**src/rtl/fwd_pkg.sv**
```systemverilog
package fwd_pkg;
  typedef enum logic [1:0] {
    SEL_RF  = 2'b00,
    SEL_WB  = 2'b01,
    SEL_MEM = 2'b10
  } fwdSel_t;

  localparam int NUM_OPS = 4;
  // operand slots: 0 = execute A, 1 = execute B, 2 = decode A, 3 = decode B
  localparam int FIRST_ID_OP = 2;

  typedef struct packed {
    logic [NUM_OPS-1:0][1:0] sel;
    logic                    wbUseLoad;
  } fwdStrobes_t;
endpackage

```
**src/rtl/fwd_ctrl.sv**
```systemverilog
module fwd_ctrl
  import fwd_pkg::*;
#(
  parameter int AW       = 5,
  parameter bit WB_TO_ID = 1'b1
) (
  input  logic [NUM_OPS-1:0][AW-1:0] srcAddr,
  input  logic [AW-1:0]              memRd,
  input  logic                       memRegWr,
  input  logic                       memMemToReg,
  input  logic [AW-1:0]              wbRd,
  input  logic                       wbRegWr,
  input  logic                       wbMemToReg,
  output fwdStrobes_t                strobes
);
  logic memProducer;
  logic wbProducer;

  // a load sitting in EX/MEM carries an address, not its result
  assign memProducer = memRegWr && !memMemToReg && (memRd != '0);
  assign wbProducer  = wbRegWr && (wbRd != '0);

  generate
    for (genvar i = 0; i < NUM_OPS; i++) begin : g_op
      localparam bit ALLOW_WB = (i < FIRST_ID_OP) ? 1'b1 : WB_TO_ID;
      logic memHit;
      logic wbHit;
      assign memHit = memProducer && (memRd == srcAddr[i]);
      assign wbHit  = ALLOW_WB && wbProducer && (wbRd == srcAddr[i]);
      always_comb begin
        if (memHit)     strobes.sel[i] = SEL_MEM;
        else if (wbHit) strobes.sel[i] = SEL_WB;
        else            strobes.sel[i] = SEL_RF;
      end
    end
  endgenerate

  assign strobes.wbUseLoad = wbMemToReg;
endmodule

```
**src/rtl/fwd_datapath.sv**
```systemverilog
module fwd_datapath
  import fwd_pkg::*;
#(
  parameter int DW = 32
) (
  input  fwdStrobes_t                strobes,
  input  logic [NUM_OPS-1:0][DW-1:0] rfVal,
  input  logic [DW-1:0]              memAluRes,
  input  logic [DW-1:0]              wbAluRes,
  input  logic [DW-1:0]              wbLoadData,
  output logic [NUM_OPS-1:0][DW-1:0] opVal
);
  logic [DW-1:0] wbVal;

  assign wbVal = strobes.wbUseLoad ? wbLoadData : wbAluRes;

  generate
    for (genvar i = 0; i < NUM_OPS; i++) begin : g_mux
      always_comb begin
        unique case (strobes.sel[i])
          SEL_MEM: opVal[i] = memAluRes;
          SEL_WB:  opVal[i] = wbVal;
          default: opVal[i] = rfVal[i];
        endcase
      end
    end
  endgenerate
endmodule

```
**src/rtl/fwd_unit.sv**
```systemverilog
module fwd_unit
  import fwd_pkg::*;
#(
  parameter int AW       = 5,
  parameter int DW       = 32,
  parameter bit WB_TO_ID = 1'b1
) (
  input  logic [AW-1:0] exRsAddr,
  input  logic [AW-1:0] exRtAddr,
  input  logic [AW-1:0] idRsAddr,
  input  logic [AW-1:0] idRtAddr,
  input  logic [AW-1:0] memRd,
  input  logic          memRegWr,
  input  logic          memMemToReg,
  input  logic [AW-1:0] wbRd,
  input  logic          wbRegWr,
  input  logic          wbMemToReg,
  input  logic [DW-1:0] exRsRf,
  input  logic [DW-1:0] exRtRf,
  input  logic [DW-1:0] idRsRf,
  input  logic [DW-1:0] idRtRf,
  input  logic [DW-1:0] memAluRes,
  input  logic [DW-1:0] wbAluRes,
  input  logic [DW-1:0] wbLoadData,
  output logic [1:0]    exASel,
  output logic [1:0]    exBSel,
  output logic [1:0]    idASel,
  output logic [1:0]    idBSel,
  output logic [DW-1:0] exAVal,
  output logic [DW-1:0] exBVal,
  output logic [DW-1:0] idAVal,
  output logic [DW-1:0] idBVal
);
  fwdStrobes_t                strobes;
  logic [NUM_OPS-1:0][AW-1:0] srcAddr;
  logic [NUM_OPS-1:0][DW-1:0] rfVal;
  logic [NUM_OPS-1:0][DW-1:0] opVal;

  assign srcAddr = {idRtAddr, idRsAddr, exRtAddr, exRsAddr};
  assign rfVal   = {idRtRf, idRsRf, exRtRf, exRsRf};

  fwd_ctrl #(.AW(AW), .WB_TO_ID(WB_TO_ID)) u_ctrl (
    .srcAddr     (srcAddr),
    .memRd       (memRd),
    .memRegWr    (memRegWr),
    .memMemToReg (memMemToReg),
    .wbRd        (wbRd),
    .wbRegWr     (wbRegWr),
    .wbMemToReg  (wbMemToReg),
    .strobes     (strobes)
  );

  fwd_datapath #(.DW(DW)) u_dp (
    .strobes    (strobes),
    .rfVal      (rfVal),
    .memAluRes  (memAluRes),
    .wbAluRes   (wbAluRes),
    .wbLoadData (wbLoadData),
    .opVal      (opVal)
  );

  assign exASel = strobes.sel[0];
  assign exBSel = strobes.sel[1];
  assign idASel = strobes.sel[2];
  assign idBSel = strobes.sel[3];
  assign exAVal = opVal[0];
  assign exBVal = opVal[1];
  assign idAVal = opVal[2];
  assign idBVal = opVal[3];
endmodule

```
**config.mk**
```make
export PLATFORM = sky130hd
export DESIGN_NAME = fwd_unit
export DESIGN_NICKNAME = d
export VERILOG_FILES = /design/src/rtl/fwd_pkg.sv /design/src/rtl/fwd_ctrl.sv /design/src/rtl/fwd_datapath.sv /design/src/rtl/fwd_unit.sv
export SDC_FILE = /design/constraint.sdc
export NUM_CORES = 1
export LEC_CHECK = 0
export ABC_AREA = 1
export BUFFER_PORTS_ARGS = -buffer_cell sky130_fd_sc_hd__buf_2
export CAP_MARGIN = 20
export CORE_AREA = 2 2 155 157
export DETAILED_ROUTE_END_ITERATION = 10
export DIE_AREA = 0 0 157 159
export GPL_ROUTABILITY_DRIVEN = 0
export PLACE_DENSITY = 0.51
export SYNTH_ARGS = -nofsm -noshare
export SYNTH_HDL_FRONTEND = slang
export SYNTH_SLANG_ARGS = --single-unit
```
**constraint.sdc**
```tcl
create_clock -name vclk -period 3.05
set_clock_uncertainty 0.2 [all_clocks]
set_input_delay 0.61 -clock vclk [all_inputs]
set_output_delay 0.61 -clock vclk [all_outputs]
set_load 0.01 [all_outputs]
```
==> report_table.html <==
<table>
<tr><th>Metric</th><th>Value</th></tr>
<tr><th colspan="2">Outcome</th></tr>
<tr><td>Run status</td><td>finished, final reports clean</td></tr>
<tr><th colspan="2">STA</th></tr>
<tr><td>Worst relative slew slack</td><td>74.8%</td></tr>
<tr><td>Count of final hold-check violations</td><td>0</td></tr>
<tr><td>Max-slew violation count</td><td>0</td></tr>
<tr><td>Post-Route Hold Slack</td><td>between 1000 and 1500 ps</td></tr>
<tr><td>Unrepaired setup endpoints after global routing</td><td>false</td></tr>
<tr><td>Setup TNS Final</td><td>0 ps</td></tr>
<tr><td>Count of endpoints failing setup in the final report</td><td>0</td></tr>
<tr><td>Final Cycle Share</td><td>between 90% and 100%</td></tr>
<tr><td>Max Clock Freq</td><td>between 0.3 and 0.4 GHz</td></tr>
<tr><td>Worst-margin pin slew</td><td>379 ps</td></tr>
<tr><td>Min Tclk post-route</td><td>2860 ps</td></tr>
<tr><th colspan="2">Placement</th></tr>
<tr><td>Cell Count Post-Placement</td><td>~1500</td></tr>
<tr><td>Count of port buffers added during placement</td><td>just under 400</td></tr>
<tr><td>HPWL reported at the end of detailed placement</td><td>21.4 mm</td></tr>
<tr><th colspan="2">Logic synthesis</th></tr>
<tr><td>Synthesized netlist net count</td><td>roughly 1100</td></tr>
<tr><td>Summed instance area of the synthesized netlist</td><td>approximately 4400 sq um</td></tr>
<tr><td>Share of the yosys chip area belonging to registers</td><td>0%</td></tr>
<tr><td>Synthesized area per cell</td><td>about 5.5 sq um</td></tr>
<tr><td>Number of cells produced by synthesis</td><td>around 810</td></tr>
<tr><td>Number of different library cells in the post-synthesis netlist</td><td>20</td></tr>
<tr><td>YS warnings</td><td>0</td></tr>
<tr><th colspan="2">Cells and area</th></tr>
<tr><td>Clock Buffer Count</td><td>0</td></tr>
<tr><td>Number of sequential cells in the layout</td><td>0</td></tr>
<tr><td>Share of final-layout standard cells stronger than drive strength 1</td><td>a little over two fifths</td></tr>
<tr><td>Number of nets in the layout</td><td>~1400</td></tr>
<tr><td>Area used by sequential logic in the layout</td><td>0 sq um</td></tr>
<tr><td>Layout area overhead</td><td>50.9%</td></tr>
<tr><td>Final std cells w/o fill</td><td>roughly 1500</td></tr>
<tr><th colspan="2">Critical path</th></tr>
<tr><td>WP data required</td><td>roughly 2200 ps</td></tr>
<tr><td>Crit path max fanout</td><td>28</td></tr>
<tr><td>Critical path's slowest cell</td><td>buf_4</td></tr>
<tr><td>Arrival @ worst endpoint</td><td>a little over 2000 ps</td></tr>
<tr><td>Number of buffer and inverter stages on the critical path</td><td>4</td></tr>
<tr><td>Sort of element at the end of the critical path</td><td>output pin</td></tr>
<tr><td>Critical path's most frequent cell</td><td>nand2_1</td></tr>
<tr><td>Cell family with the largest share of critical-path delay</td><td>simple AND/OR/NAND/NOR gates</td></tr>
<tr><td>Crit Path Class</td><td>in2out</td></tr>
<tr><td>Number of stages on the worst setup path</td><td>11</td></tr>
<tr><td>Crit path cell chain</td><td>buf_2 -&gt; inv_1 -&gt; nand2_1 -&gt; nand2_1 -&gt; nand2_1 -&gt; nor2_1 -&gt; nand3_2 -&gt; buf_4 -&gt; nand3_1 -&gt; nand3_1 -&gt; buf_2</td></tr>
<tr><td>Maximum single-stage delay on the critical path</td><td>290 ps</td></tr>
<tr><td>Category of the worst setup path launch point</td><td>input port</td></tr>
<tr><th colspan="2">Detailed routing</th></tr>
<tr><td>Number of vias in the routed layout</td><td>7218</td></tr>
<tr><td>Iter 0 DRT Violations</td><td>793</td></tr>
<tr><td>Number of DRC violations after detailed routing</td><td>0</td></tr>
<tr><td>Drt first pass iters</td><td>5</td></tr>
<tr><td>Sum of routed wire length over all layers</td><td>between 20 and 30 mm</td></tr>
<tr><td>Via density per instance</td><td>4.88</td></tr>
<tr><td>Average detailed-routed wire length per instance</td><td>18.6 um</td></tr>
<tr><td>Post-route ant nets</td><td>0</td></tr>
<tr><th colspan="2">GRT</th></tr>
<tr><td>Pin count of the biggest net entering global routing</td><td>37</td></tr>
<tr><td>Number of global-route vias before repair</td><td>roughly 7000</td></tr>
<tr><td>First-pass GRT wire length</td><td>roughly 40 mm</td></tr>
<tr><td>Tot GR Track Use</td><td>approximately 20%</td></tr>
<tr><td>Initial antenna violation count</td><td>3</td></tr>
<tr><td>Leftover overflow at the end of global routing</td><td>0</td></tr>
<tr><th colspan="2">CTS</th></tr>
<tr><td>CTS resizes</td><td>0</td></tr>
<tr><td>Number of buffers inserted for hold repair after clock tree synthesis</td><td>0</td></tr>
<tr><td>Setup bufs post-CTS</td><td>0</td></tr>
<tr><th colspan="2">Hold path</th></tr>
<tr><td>Worst min-delay path category</td><td>in2out</td></tr>
<tr><td>Hold depth</td><td>4</td></tr>
<tr><th colspan="2">Floorplanning</th></tr>
<tr><td>Row count</td><td>56</td></tr>
<tr><td>Core outline area</td><td>between 20000 and 25000 sq um</td></tr>
<tr><td>Die footprint</td><td>25000 sq um</td></tr>
<tr><td>Chip width</td><td>about 160 um</td></tr>
<tr><td>Number of top-level design ports</td><td>between 300 and 400</td></tr>
<tr><td>Chip height</td><td>about 160 um</td></tr>
<tr><td>Initial Utilization</td><td>19.1%</td></tr>
<tr><th colspan="2">Power and ir drop</th></tr>
<tr><td>Combinational power share</td><td>100.0%</td></tr>
<tr><td>Part of the power in the clock network</td><td>0%</td></tr>
<tr><td>Maximum ir drop on the vdd rail</td><td>about 0.06 mV</td></tr>
<tr><td>Static leakage</td><td>roughly 3.5 nW</td></tr>
<tr><td>Pint</td><td>about 370 uW</td></tr>
<tr><td>Switching portion of total power</td><td>a little under three fifths</td></tr>
<tr><td>Power share of the sequential group</td><td>0%</td></tr>
<tr><td>Power Density</td><td>124 nW/um^2</td></tr>
<tr><td>Switching pwr</td><td>between 400 and 500 uW</td></tr>
<tr><th colspan="2">Flow run</th></tr>
<tr><td># Max-Cap Violations</td><td>0</td></tr>
</table>
cell families after synthesis:
group         count (synthesis)  share of synthesized area, %
simple gates                645                          69.7
xor+xnor                     24                          4.75
buf+inv                     107                          17.4
mux                          32                          8.14
area by class of cell:
cell class         instances  area [sq um]
fillers                 2676         16500
multi-input cells        701          3660
repair buffers           429          2510
well taps                319           399
inverters                 28           110
diodes                     3          7.51
through the flow:
step | power [mW] | instance area [sq um] | util (%) | setup slack (ps)
after global routing | 0.905 | 6680 | 28.8 | 0.0684
after CTS | 0.831 | 6680 | 28.8 | 151
after detailed placement | 0.826 | 6680 | 28.8 | 154
after floorplan | 0.411 | 4430 | - | 628
final | 0.832 | 6680 | 28.8 | 190
after global placement | 0.827 | 6680 | 28.8 | 155
worst min-delay path, cell delays in order:
cell	delay (ps)
buf_2	70
nand3_1	60
nand3_1	60
buf_2	120
cells in the final DEF, fill, tap and decap left out:
cell / instances
buf_2: 394
nand3_1: 384
nand2_1: 209
mux2_2: 32
nor2_1: 24
buf_12: 22
inv_1: 17
buf_4: 13
xnor2_1: 12
xor2_1: 12
nand3_2: 10
inv_2: 9
nor2_2: 5
nand3_4: 4
nor2_4: 4
diode_2: 3
and2b_1: 3
inv_4: 2
nand2_4: 1
and2b_2: 1
path summary, 6_finish.rpt:
path | start | end
worst min-delay path | idRtRf[2] | idBVal[2]
worst max-delay path | exRsAddr[1] | exAVal[21]
per-layer routing:
| metal | vias up | global-route usage [%] | part of all wire [%] |
|---|---|---|---|
| li1 | 3456 | - | - |
| met1 | 3260 | 26.0 | 40 |
| met2 | 458 | 36.6 | 48 |
| met3 | 44 | 2.48 | 8.9 |
| met4 | 0 | 5.38 | 2.5 |
| met5 | - | 0 | 0 |
cell usage after synthesis, drive strengths merged:
library cell | count | area (sq um)
xor2 | 12 | 105
buf | 78 | 658
nand2 | 210 | 796
nand3 | 398 | 2090
mux2 | 32 | 360
inv | 28 | 110
clkbuf | 1 | 3.75
xnor2 | 12 | 105
nor2 | 33 | 166
and2b | 4 | 31.3
power groups by stage:
stage / combinational, mW / sequential, mW / clock [mW]
detailed placement: 0.826 / 0 / 0
global route: 0.905 / 0 / 0.000000132
CTS: 0.831 / 0 / 0
floorplan: 0.411 / 0 / 0
finish: 0.832 / 0 / 0.000000132
global placement: 0.827 / 0 / 0
Power figures use the tool's default switching activity.
